`config.mk`:
```
export PLATFORM = sky130hd
export DESIGN_NAME = qdac_i2c_slave
export DESIGN_NICKNAME = d
export VERILOG_FILES = /design/src/rtl/qdac_pkg.sv /design/src/rtl/qdac_sync.sv /design/src/rtl/qdac_bus.sv /design/src/rtl/qdac_regs.sv /design/src/rtl/qdac_i2c_slave.sv
export SDC_FILE = /design/constraint.sdc
export NUM_CORES = 1
export LEC_CHECK = 0
export BUFFER_PORTS_ARGS = -buffer_cell sky130_fd_sc_hd__buf_2
export CORE_AREA = 2 2 90 135
export DETAILED_ROUTE_END_ITERATION = 10
export DIE_AREA = 0 0 92 137
export PLACE_DENSITY = 0.55
export SYNTH_ARGS = -nofsm -noshare
export SYNTH_HDL_FRONTEND = slang
export SYNTH_SLANG_ARGS = --single-unit
```
`constraint.sdc`:
```
create_clock -name clk -period 2.7 [get_ports clk]
set_input_delay 0.27 -clock clk [delete_from_list [all_inputs] [get_ports clk]]
set_output_delay 0.27 -clock clk [all_outputs]
set_load 0.005 [all_outputs]
```
`src/rtl/qdac_pkg.sv`:
```
package qdac_pkg;
  parameter int NCH = 4;
  parameter int CW  = 10;
  parameter int PDW = 2;
  localparam int CHW = $clog2(NCH);

  localparam logic [3:0] CMD_ALL = 4'h8;
  localparam logic [3:0] CMD_EXT = 4'hF;

  typedef enum logic [2:0] {
    B_IDLE, B_ADDR, B_AACK, B_RX, B_DACK, B_TX, B_RACK
  } bus_st_t;

  function automatic logic addr_ok(input logic [7:0] b, input logic [6:0] dev);
    return (b[7:1] == dev) && (b[7:1] != 7'd0) && (b[7:3] != 5'b11110);
  endfunction

  function automatic logic [CW-1:0] code_of(input logic [7:0] b0, input logic [7:0] b1);
    return {b0[3:0], b1[7:2]};
  endfunction

  function automatic logic [7:0] rd_hi(input logic [PDW-1:0] pd, input logic [CHW-1:0] ch,
                                       input logic [CW-1:0] code);
    return {pd, ch, code[CW-1:CW-4]};
  endfunction

  function automatic logic [7:0] rd_lo(input logic [CW-1:0] code);
    return {code[CW-5:0], 2'b00};
  endfunction
endpackage

```
`src/rtl/qdac_sync.sv`:
```
module qdac_sync (
  input  logic clk,
  input  logic rst_n,
  input  logic scl_in,
  input  logic sda_in,
  output logic sda_lvl,
  output logic scl_rise,
  output logic scl_fall,
  output logic start_evt,
  output logic stop_evt
);
  logic [1:0] scl_s, sda_s;
  logic       scl_q, sda_q;

  always_ff @(posedge clk or negedge rst_n) begin
    if (!rst_n) begin
      scl_s <= 2'b11;
      sda_s <= 2'b11;
      scl_q <= 1'b1;
      sda_q <= 1'b1;
    end else begin
      scl_s <= {scl_s[0], scl_in};
      sda_s <= {sda_s[0], sda_in};
      scl_q <= scl_s[1];
      sda_q <= sda_s[1];
    end
  end

  assign sda_lvl   = sda_s[1];
  assign scl_rise  = ~scl_q & scl_s[1];
  assign scl_fall  = scl_q & ~scl_s[1];
  assign start_evt = scl_q & scl_s[1] & sda_q & ~sda_s[1];
  assign stop_evt  = scl_q & scl_s[1] & ~sda_q & sda_s[1];
endmodule

```
`src/rtl/qdac_bus.sv`:
```
module qdac_bus
  import qdac_pkg::*;
#(
  parameter logic [6:0] DEV_ADDR = 7'h3C
) (
  input  logic       clk,
  input  logic       rst_n,
  input  logic       scl_rise,
  input  logic       scl_fall,
  input  logic       start_evt,
  input  logic       stop_evt,
  input  logic       sda_lvl,
  input  logic [7:0] tx_hi,
  input  logic [7:0] tx_lo,
  output logic       sda_oe,
  output logic       wr_valid,
  output logic       wr_first,
  output logic [7:0] wr_data,
  output logic       core_active,
  output logic       in_ack,
  output logic       in_tx,
  output logic       addr_eval,
  output logic       addr_hit
);
  bus_st_t    st;
  logic [3:0] cnt;
  logic [7:0] sh;
  logic       rw, wr_idx, rd_idx, mack;
  logic [7:0] nxt;

  assign nxt         = rd_idx ? tx_hi : tx_lo;
  assign core_active = (st != B_IDLE);
  assign in_ack      = (st == B_AACK) || (st == B_DACK);
  assign in_tx       = (st == B_TX);
  assign addr_hit    = addr_ok(sh, DEV_ADDR);
  assign addr_eval   = (st == B_ADDR) && scl_fall && (cnt == 4'd8) && !start_evt && !stop_evt;

  always_ff @(posedge clk or negedge rst_n) begin
    if (!rst_n) begin
      st       <= B_IDLE;
      cnt      <= '0;
      sh       <= '0;
      rw       <= 1'b0;
      wr_idx   <= 1'b0;
      rd_idx   <= 1'b0;
      mack     <= 1'b0;
      sda_oe   <= 1'b0;
      wr_valid <= 1'b0;
      wr_first <= 1'b0;
      wr_data  <= '0;
    end else begin
      wr_valid <= 1'b0;
      if (start_evt) begin
        st     <= B_ADDR;
        cnt    <= '0;
        sda_oe <= 1'b0;
        wr_idx <= 1'b0;
        rd_idx <= 1'b0;
      end else if (stop_evt) begin
        st     <= B_IDLE;
        sda_oe <= 1'b0;
      end else begin
        unique case (st)
          B_ADDR, B_RX: begin
            if (scl_rise && cnt < 4'd8) begin
              sh  <= {sh[6:0], sda_lvl};
              cnt <= cnt + 4'd1;
            end else if (scl_fall && cnt == 4'd8) begin
              if (st == B_RX) begin
                st     <= B_DACK;
                sda_oe <= 1'b1;
              end else if (addr_hit) begin
                st     <= B_AACK;
                sda_oe <= 1'b1;
                rw     <= sh[0];
              end else begin
                st <= B_IDLE;
              end
            end
          end
          B_AACK: if (scl_fall) begin
            cnt <= '0;
            if (rw) begin
              st     <= B_TX;
              sh     <= tx_hi;
              sda_oe <= ~tx_hi[7];
            end else begin
              st     <= B_RX;
              sda_oe <= 1'b0;
            end
          end
          B_DACK: if (scl_fall) begin
            st       <= B_RX;
            cnt      <= '0;
            sda_oe   <= 1'b0;
            wr_valid <= 1'b1;
            wr_first <= ~wr_idx;
            wr_data  <= sh;
            wr_idx   <= ~wr_idx;
          end
          B_TX: begin
            if (scl_rise && cnt < 4'd8) cnt <= cnt + 4'd1;
            else if (scl_fall && cnt == 4'd8) begin
              st     <= B_RACK;
              sda_oe <= 1'b0;
            end else if (scl_fall && cnt != 4'd0) begin
              sh     <= {sh[6:0], 1'b0};
              sda_oe <= ~sh[6];
            end
          end
          B_RACK: begin
            if (scl_rise) mack <= ~sda_lvl;
            else if (scl_fall) begin
              if (mack) begin
                st     <= B_TX;
                cnt    <= '0;
                sh     <= nxt;
                sda_oe <= ~nxt[7];
                rd_idx <= ~rd_idx;
              end else begin
                st <= B_IDLE;
              end
            end
          end
          default: ;
        endcase
      end
    end
  end
endmodule

```
`src/rtl/qdac_regs.sv`:
```
module qdac_regs
  import qdac_pkg::*;
(
  input  logic               clk,
  input  logic               rst_n,
  input  logic               wr_valid,
  input  logic               wr_first,
  input  logic [7:0]         wr_data,
  output logic [NCH*CW-1:0]  dac_code,
  output logic [NCH*PDW-1:0] pd_mode,
  output logic [7:0]         tx_hi,
  output logic [7:0]         tx_lo
);
  logic [7:0]     hold;
  logic [CHW-1:0] ptr;
  logic           commit;
  logic [3:0]     cmd;
  logic [CW-1:0]  new_code;

  assign commit   = wr_valid && !wr_first;
  assign cmd      = hold[7:4];
  assign new_code = code_of(hold, wr_data);

  always_ff @(posedge clk or negedge rst_n) begin
    if (!rst_n) begin
      hold <= '0;
      ptr  <= '0;
    end else begin
      if (wr_valid && wr_first) hold <= wr_data;
      if (commit && cmd < 4'(NCH)) ptr <= cmd[CHW-1:0];
    end
  end

  for (genvar g = 0; g < NCH; g++) begin : g_ch
    always_ff @(posedge clk or negedge rst_n) begin
      if (!rst_n) begin
        dac_code[g*CW +: CW]   <= '0;
        pd_mode[g*PDW +: PDW]  <= '0;
      end else if (commit) begin
        if (cmd == 4'(g) || cmd == CMD_ALL)
          dac_code[g*CW +: CW] <= new_code;
        if (cmd == CMD_EXT && wr_data[4+g])
          pd_mode[g*PDW +: PDW] <= wr_data[PDW-1:0];
      end
    end
  end

  assign tx_hi = rd_hi(pd_mode[ptr*PDW +: PDW], ptr, dac_code[ptr*CW +: CW]);
  assign tx_lo = rd_lo(dac_code[ptr*CW +: CW]);
endmodule

```
`src/rtl/qdac_i2c_slave.sv`:
```
module qdac_i2c_slave
  import qdac_pkg::*;
#(
  parameter logic [6:0] DEV_ADDR = 7'h3C
) (
  input  logic               clk,
  input  logic               rst_n,
  input  logic               scl_in,
  input  logic               sda_in,
  output logic               sda_oe,
  output logic [NCH*CW-1:0]  dac_code,
  output logic [NCH*PDW-1:0] pd_mode
);
  logic       sda_lvl, scl_rise, scl_fall, start_evt, stop_evt;
  logic       wr_valid, wr_first, commit;
  logic [7:0] wr_data, tx_hi, tx_lo;
  logic       core_active, in_ack, in_tx, addr_eval, addr_hit;

  assign commit = wr_valid && !wr_first;

  qdac_sync u_sync (
    .clk(clk), .rst_n(rst_n), .scl_in(scl_in), .sda_in(sda_in),
    .sda_lvl(sda_lvl), .scl_rise(scl_rise), .scl_fall(scl_fall),
    .start_evt(start_evt), .stop_evt(stop_evt)
  );

  qdac_bus #(.DEV_ADDR(DEV_ADDR)) u_bus (
    .clk(clk), .rst_n(rst_n), .scl_rise(scl_rise), .scl_fall(scl_fall),
    .start_evt(start_evt), .stop_evt(stop_evt), .sda_lvl(sda_lvl),
    .tx_hi(tx_hi), .tx_lo(tx_lo), .sda_oe(sda_oe), .wr_valid(wr_valid),
    .wr_first(wr_first), .wr_data(wr_data), .core_active(core_active),
    .in_ack(in_ack), .in_tx(in_tx), .addr_eval(addr_eval), .addr_hit(addr_hit)
  );

  qdac_regs u_regs (
    .clk(clk), .rst_n(rst_n), .wr_valid(wr_valid), .wr_first(wr_first),
    .wr_data(wr_data), .dac_code(dac_code), .pd_mode(pd_mode),
    .tx_hi(tx_hi), .tx_lo(tx_lo)
  );
endmodule

```
-- After elaboration in Yosys (flattened, before gate mapping)
Index checks and enable logic that the tools add are counted.
- output and inout port bits: 49
- input port bits: 4
- word-level logic and storage cells: 203
- register bits: 94
- reduce and logical (&&, ||, !) cells: 47
- $mul: 1
- order comparisons: 2
- $add $sub $neg: 1
- shift-type cells: 2
- eq/ne operators: 41
- multiplexer cells: 64
- bitwise gates (word level): 20
- operators with widths (cell ; count):
    $mux 8 ; 10
    $shiftx 40x7->10 ; 1
    $mux 3 ; 13
    $pmux 8 s4 ; 1
    $mux 1 ; 29
    $mux 4 ; 7
    $ne 4x3->1 const B ; 6
    $reduce_and 2->1 ; 8
    $pmux 3 s5 ; 1
    $reduce_and 7->1 ; 2
    $reduce_bool 7->1 ; 2
    $not 1->1 ; 13
    $eq 4x4->1 const B ; 3
    $logic_and 1x1->1 ; 12
    $ne 2x1->1 const B ; 6
    $ne 4x4->1 const B ; 3
    $pmux 4 s3 ; 1
    $reduce_and 12->1 ; 1
    $reduce_bool 4->1 ; 3
    $reduce_and 11->1 ; 1
    $ne 2x2->1 const B ; 5
    $eq 3x3->1 const B ; 3
    $reduce_and 9->1 ; 1
    $eq 4x2->1 const B ; 2
    27 further kinds ; 44

-- Longest topological paths before layout
Gate-level depths: netlist of the first run.
- word-level depth: 10
- mapped depth: 7

-- Hierarchy
A second synthesis of the first run with hierarchy kept.
- cell total of the unflattened synthesis: 412
- area total of the unflattened synthesis: 4880.9 µm²
- modules (own cells, without submodules) (module ; instances ; seq. area each (µm²) ; cells an instance ; area an instance (µm²)):
    qdac_regs ; 1 ; 1451.4 ; 204 ; 2834.0
    qdac_bus ; 1 ; 750.7 ; 198 ; 1856.8
    qdac_sync ; 1 ; 157.7 ; 10 ; 190.2

-- Least setup slack after synthesis of the first run
Ideal clock, no wire load.
- path type: register -> register
- from: reg u_sync.sda_s[1]
- to: reg u_bus.sh[0]
- path buffers: 1
- path slack: 0.849 ns
- stages on the path, launching flop included: 6
- arrival: 1.726 ns
- library setup time: 0.125 ns
- path through: dfstp_2 -> buf_2 -> xor2_1 -> nand3_1 -> a31oi_2 -> mux2_2
- longest elaborated chain between the ends: 4
- elaborated cells between the ends (all ways): 8
- those cells by class: mux: 2; bitwise: 5; reduce/logical: 1
- ends and longest elaborated chain (element ; RTL line ; RTL):
    start: declaration ; qdac_sync.sv:12 ; logic [1:0] scl_s, sda_s;
    start signal: assignment ; qdac_sync.sv:23 ; sda_s <= {sda_s[0], sda_in};
    $not 1->1 ; qdac_sync.sv:32 ; assign start_evt = scl_q & scl_s[1] & sda_q & ~sda_s[1];
    $and 1x1->1 ; qdac_sync.sv:32 ;
    $not 1->1 (no source line) ; n/a ;
    $reduce_and 12->1 (no source line) ; n/a ;
    end signal: assignment ; qdac_bus.sv:66 ; sh <= {sh[6:0], sda_lvl};
    end signal: assignment ; qdac_bus.sv:85 ; sh <= tx_hi;
    end signal: assignment ; qdac_bus.sv:107 ; sh <= {sh[6:0], 1'b0};
    end: declaration ; qdac_bus.sv:27 ; logic [7:0] sh;
Parallel ways exist; a longest one is shown, timed or not. The select of a mux whose other input is x is not followed.
A chain may end at the register's enable or synchronous reset.

-- Final worst setup path of the first run
- from: reg u_sync.sda_s[1]
- to: reg u_bus.sh[2]
- longest elaborated chain between the ends: 4
- elaborated cells between the ends (all ways): 6
- those cells by class: bitwise: 5; reduce/logical: 1
- ends and longest elaborated chain (element ; RTL line):
    $not 1->1 ; qdac_sync.sv:32
    $and 1x1->1 ; qdac_sync.sv:32
    $not 1->1 (no source line) ; n/a
    $reduce_and 12->1 (no source line) * ; n/a
Every way passes the cells marked *; elsewhere a longest branch is shown, timed or not.

==> implementation parameters, run 1 <==
Parameter                              Value

GRT
  Wire length of the first global-routing pass    ~18000 µm
  Overflow left after global routing    0
  Met1 demand-to-capacity share in global routing    between 20% and 30%
  Largest net degree at the start of global routing    54
  Overall routing resource usage    18.5%
  Met2 Usage GRT    between 30% and 40%
  Initial antenna violation count    0
  GRT busiest layer    met2
  Via count of the first global-routing pass    ~3300
  Met3 capacity usage during global routing    3.25%

Placed design
  Placed instance count    between 500 and 600
  Quantity of I/O buffers inserted on ports    52
  HPWL after detailed placement    7660 µm
  GP Congestion    between 0.8 and 0.9
  Dpl ws    0.612 ns
  Standard cell area after detailed placement    4940 µm²

Layout
  Antenna cell count    0
  Synth-to-Final Area Change    16.2%
  Post-route insts no fill    568
  Number of nets in the layout    419
  Filler cell count in the final layout    approximately 1100
  Ratio of cells with drive above 1 in the final layout    a little over two fifths
  Total non-filler cell area in the finished layout    5230 µm²
  Utilization after layout    45.9%
  Area used by sequential logic in the layout    roughly 2400 µm²
  Multi-input logic area    2020 µm²

Timing
  Final critical-path share of the clock period    77.0%
  Top achievable clock speed    481 MHz
  Least-Margin Pin Slew    0.778 ns
  Unrepaired setup endpoints after global routing    no
  Final sum of negative setup slack    0 ns
  Setup skew after layout    0.00589 ns
  Setup violations, final    0
  Hold violation total from the final report    0
  Final critical delay including setup and external delays    approximately 2.1 ns
  Final-report max-slew violation count    0
  Post-route worst setup slack    0.621 ns
  Max-Slew Margin vs Limit    between 40 and 50%

Critical path
  Crit path capture type    flip-flop
  Largest driver fanout on the critical path    9
  Max stage delay cell, worst path    dfstp_2
  Worst endpoint data arrival time    approximately 2.3 ns
  Setup slack, reg-to-reg    approximately 0.62 ns
  Beginning of the worst register-to-register path    u_sync.sda_s[1]$_DFF_PN1_
  Required @ worst endpoint    2.93 ns
  CP Class    flip-flop to flip-flop
  CP startpoint kind    flip-flop
  Worst reg-to-reg path cell count    4
  Critical register-to-register path endpoint    u_bus.sh[2]$_DFFE_PN0P_
  First element of the critical path    u_sync.sda_s[1]$_DFF_PN1_
  CP max stage delay    0.64 ns
  Sequence of cells on the critical path    xor2_1 -> nand3_1 -> a31oi_2 -> mux2_2

Die
  Number of cell rows    48
  Die Span Y    137 µm
  Area of the core    11400 µm²
  Initial Util    39.5%
  Top-level port count    53
  Die X-Extent    92 µm
  Die area    roughly 13000 µm²

Logic synthesis
  #FFs+latches synth    94
  Number of enable-type register cells in the synthesized netlist    0
  Yosys warning total    0
  Top flip-flop cell by instance count after synthesis    dfrtp_1
  Syn Area/Cell    12.5 µm²
  Most common cell in the netlist    dfrtp_1
  Post-synthesis cell count    359
  Synth area leaders    dfrtp_1, mux2_2, mux4_2
  Post-Syn Nets    365
  Async set or reset register ratio after synthesis    between 90% and 100%
  Distinct cell type count after synthesis    49
  Most area-hungry cell type in the Yosys netlist    dfrtp_1
  Most instantiated cells after synthesis    dfrtp_1, mux2_2, nand2_1
  Sequential-to-total area share from yosys stat    approximately 52%
  Synthesized area    around 4500 µm²
  Proportion of netlist area held by the largest area contributor    48.9%

Routing
  Detail-routed via count per cell    approximately 5.3
  Initial DRT Pass Iterations    4
  Via count of the routed design    around 3000
  Detailed router's first-iteration violation count    139
  DR WL/cell    18.9 µm
  Total wire length after detailed routing    10700 µm
  Residual antenna-violating net count after detailed routing    0
  Number of remaining DRC errors    0

Worst hold path
  Worst hold path depth    1
  Min-delay worst type    primary input to flip-flop
  Worst Hold Path EP    u_sync.sda_s[0]$_DFF_PN1_
  Source of the worst hold timing path    sda_in

Clocking
  Skew-Pair Late Insertion Delay    0.34 ns
  Root Driver    clkbuf_16
  Total clock buffers created by CTS    9
  Depth of the CTS H-tree    3
  Post-CTS resize count    0
  Number of sinks on the clock net    94
  Clock-pin slew on the worst setup and hold paths    0.07 ns
  CTS tree    done
  Number of buffers inserted by post-CTS setup repair    0
  Largest buffer count on any clock path    2

Status
  Outcome    finished, final reports clean

Power and ir drop
  Standby leakage power    2.54 nW
  Power density over cell area    532 nW/µm²
  Maximum vdd ir drop    320 µV

Job
  Max-cap violations    0
[cell type report]
| type | instances | area share [%] |
|---|---|---|
| clock inverter | 6 | 0.837 |
| clock buffer | 10 | 4.57 |
| tap | 150 | 3.59 |
| multi-input combinational | 238 | 38.5 |
| sequential | 94 | 45.1 |
| timing repair buffer | 63 | 6.89 |
| inverter | 7 | 0.502 |
[worst max path at each step]
stage                     slack (ns)                       to
after floorplan                 0.85  u_bus.sh[0]$_DFFE_PN0P_
after global placement          0.61  u_bus.sh[1]$_DFFE_PN0P_
after detailed placement        0.61  u_bus.sh[6]$_DFFE_PN0P_
after CTS                       0.58  u_bus.sh[2]$_DFFE_PN0P_
after global routing            0.48  u_bus.sh[6]$_DFFE_PN0P_
final                           0.62  u_bus.sh[2]$_DFFE_PN0P_
[logic make-up after synthesis]
group | count (synthesis) | share of synthesized area, %
buf+inv | 27 | 2.86
fa+ha+maj | 2 | 0.555
simple gates | 88 | 9.97
mux | 95 | 25.7
compound gates | 49 | 7.72
xor+xnor | 4 | 0.778
flops | 94 | 52.4
[repair_timing]
item,CTS,global route
setup endpoints to repair,0,0
endpoints found under the hold margin,20,0
hold buffers,1,0
[sequential cells by signal, summed over array words and instances, names as in the netlist, 2 cells and up]
| register | cells |
|---|---|
| u_regs.dac_code | 40 |
| u_bus.sh | 8 |
| u_bus.wr_data | 8 |
| u_regs.hold | 8 |
| u_regs.pd_mode | 8 |
| u_bus.cnt | 4 |
| u_bus.st | 3 |
| u_regs.ptr | 2 |
| u_sync.scl_s | 2 |
| u_sync.sda_s | 2 |
[routing by layer]
metal | vias to the layer above | wire [µm]
met1 | 1530 | 4360
met2 | 48 | 5790
met4 | 0 | 287
met5 | - | 0
li1 | 1410 | -
met3 | 16 | 273
[through the flow]
step	total power, W	hold slack [ns]
2_1_floorplan	0.00154	-0.0256
5_1_grt	0.00290	0.00973
4_1_cts	0.00282	0.0106
3_3_place_gp	0.00160	0.345
3_5_place_dp	0.00160	0.350
6_report	0.00278	0.0196
[critical path: cells and delay by family (launching register included)]
| kind | cells | cell delay, ns |
|---|---|---|
| compound gates | 1 | 0.53 |
| simple gates | 1 | 0.20 |
| xor+xnor | 1 | 0.20 |
| flops | 1 | 0.64 |
| mux | 1 | 0.39 |
[placed cells by master (no fill, tap or decap), types with 3 or more instances in the layout]
master     count
nand2b_1       4
nand2_1       26
nor2b_1        6
buf_4         10
clkbuf_16      9
a31oi_1        5
o32ai_1        3
mux4_2         9
dfstp_2        6
dfrtp_1       88
inv_1          7
mux2i_1       10
nand3_1        8
nand3b_1       5
o21ai_0        9
mux2_2        76
a21oi_1       11
nor2_1        22
buf_2         51
[report_power, final]
part	switching (W)	internal [W]	leakage, nW
sequential	0.0000205	0.00143	1.29
combinational	0.0000729	0.0000452	1.11
clock	0.000556	0.000655	0.139
total	0.000649	0.00213	2.54
No activity file was read; power rests on OpenSTA's default activity.
==> inputs of run 2 (changes only) <==
clock period = 2.05 ns   (was 2.7 ns; I/O delays follow)
==> implementation parameters, run 2 (synthesis gave the netlist of run 1 again) <==
Parameter                              Value

Die
  Initial Util    39.5%
  Area of the core    about 11000 µm²
  Die area    12600 µm²
  Die Span Y    137 µm
  Die X-Extent    92 µm
  Top-level port count    53
  Number of cell rows    48

Routing
  DR WL/cell    19.0 µm
  Detail-routed via count per cell    about 5.4
  Detailed router's first-iteration violation count    130
  Via count of the routed design    3149
  Residual antenna-violating net count after detailed routing    0
  Initial DRT Pass Iterations    4
  Number of remaining DRC errors    0
  Total wire length after detailed routing    11200 µm

Placed design
  Quantity of I/O buffers inserted on ports    52
  HPWL after detailed placement    8090 µm
  Standard cell area after detailed placement    just over 5000 µm²
  Placed instance count    roughly 570
  GP Congestion    between 0.9 and 1

Layout
  Filler cell count in the final layout    between 1000 and 1500
  Most frequent standard cell in the layout excluding fill and tap cells    dfrtp_1
  Number of nets in the layout    439
  Total non-filler cell area in the finished layout    ~5400 µm²
  Multi-input logic area    2040 µm²
  Register with the highest flop count    u_regs.dac_code
  Synth-to-Final Area Change    20.8%
  Highest-count cells in the layout ignoring fill and taps    dfrtp_1, mux2_2, buf_2
  Number of flip-flops in the largest register    40
  Antenna cell count    0
  Post-route insts no fill    588
  Ratio of cells with drive above 1 in the final layout    a little under half
  Area used by sequential logic in the layout    2360 µm²

Critical path
  CP Class    flip-flop to flip-flop
  Worst endpoint data arrival time    2.20 ns
  Largest driver fanout on the critical path    9
  Required @ worst endpoint    2.29 ns
  Crit path capture type    flip-flop
  CP startpoint kind    flip-flop

Worst hold path
  Min-delay worst type    primary input to asynchronous set/reset pin

Clocking
  Total clock buffers created by CTS    9
  Largest buffer count on any clock path    2
  Skew-Pair Late Insertion Delay    between 0.3 and 0.4 ns
  CTS tree    done
  Number of sinks on the clock net    94
  Depth of the CTS H-tree    3
  Clock-pin slew on the worst setup and hold paths    about 0.07 ns
  Root Driver    clkbuf_16

Timing
  Setup violations, final    0
  Max-Slew Margin vs Limit    69.3%
  Final-report max-slew violation count    0
  Top achievable clock speed    511 MHz
  Hold violation total from the final report    0
  Final sum of negative setup slack    0 ns
  Final critical-path share of the clock period    95.5%
  Setup skew after layout    0.00733 ns
  Final critical delay including setup and external delays    1.96 ns
  Least-Margin Pin Slew    ~0.46 ns

GRT
  Overall routing resource usage    18.6%
  Largest net degree at the start of global routing    63
  Overflow left after global routing    0
  Via count of the first global-routing pass    3295
  Initial antenna violation count    0
  Wire length of the first global-routing pass    18000 µm

Power and ir drop
  Maximum vdd ir drop    450 µV
  Power density over cell area    694 nW/µm²
  Standby leakage power    approximately 2.6 nW

Job
  Max-cap violations    0

Status
  Outcome    finished, final reports clean
## run 2: layout make-up
| class | count | area share (%) |
|---|---|---|
| multi-input combinational | 238 | 37.5 |
| clock buffer | 9 | 4.14 |
| tap | 150 | 3.45 |
| inverter | 7 | 0.483 |
| clock inverter | 7 | 1.33 |
| sequential | 94 | 43.4 |
| timing repair buffer | 83 | 9.70 |
## run 2: worst paths after layout
kind	to	slack, ns	start	depth (start not counted)
min in group clk	u_sync.sda_s[1]$_DFF_PN1_	0.36	u_sync.sda_s[0]$_DFF_PN1_	0
setup reg to reg	u_bus.cnt[2]$_DFFE_PN0P_	0.09	u_sync.scl_s[1]$_DFF_PN1_	6
hold / removal	u_bus.wr_data[6]$_DFFE_PN0P_	0.36	rst_n	2
max in group asynchronous	u_regs.pd_mode[5]$_DFFE_PN0P_	0.99	rst_n	3
hold reg to reg	u_sync.sda_s[1]$_DFF_PN1_	0.36	u_sync.sda_s[0]$_DFF_PN1_	0
setup / recovery	u_bus.cnt[2]$_DFFE_PN0P_	0.09	u_sync.scl_s[1]$_DFF_PN1_	6
## run 2: critical path, stage by stage, from the launching register on
cell      delay, ns
dfstp_2        0.60
or3b_1         0.40
a21o_1         0.20
a211oi_4       0.24
buf_4          0.16
nand3b_1       0.07
a41oi_1        0.20
## run 2: per-layer routing
layer | part of all wire, % | track usage [%]
met2 | 55 | 34.1
met4 | 1.4 | 6.88
met3 | 2.4 | 2.37
met1 | 41 | 22.4
met5 | 0 | 0
## run 2: timing repair
item / CTS / global route
endpoints found under the hold margin: 28 / 0
gates resized for setup: 0 / 5
setup buffers: 0 / 2
endpoints found under the setup margin: 0 / 25
hold buffers: 3 / 0
## run 2: stage by stage
step,util (%),setup slack [ns],hold WS [ns],power [W]
3_3_place_gp,44.5,0.100,0.185,0.00212
4_1_cts,47.3,0.0352,0.358,0.00380
3_5_place_dp,44.5,0.0494,0.191,0.00212
5_1_grt,47.7,-0.00157,0.359,0.00391
6_report,47.7,0.0932,0.357,0.00378
2_1_floorplan,-,0.199,-0.0906,0.00203
## run 2: where the power goes
group	internal (W)	switching [W]
Combinational	0.0000755	0.000105
Sequential	0.00189	0.0000303
Clock	0.000948	0.000731
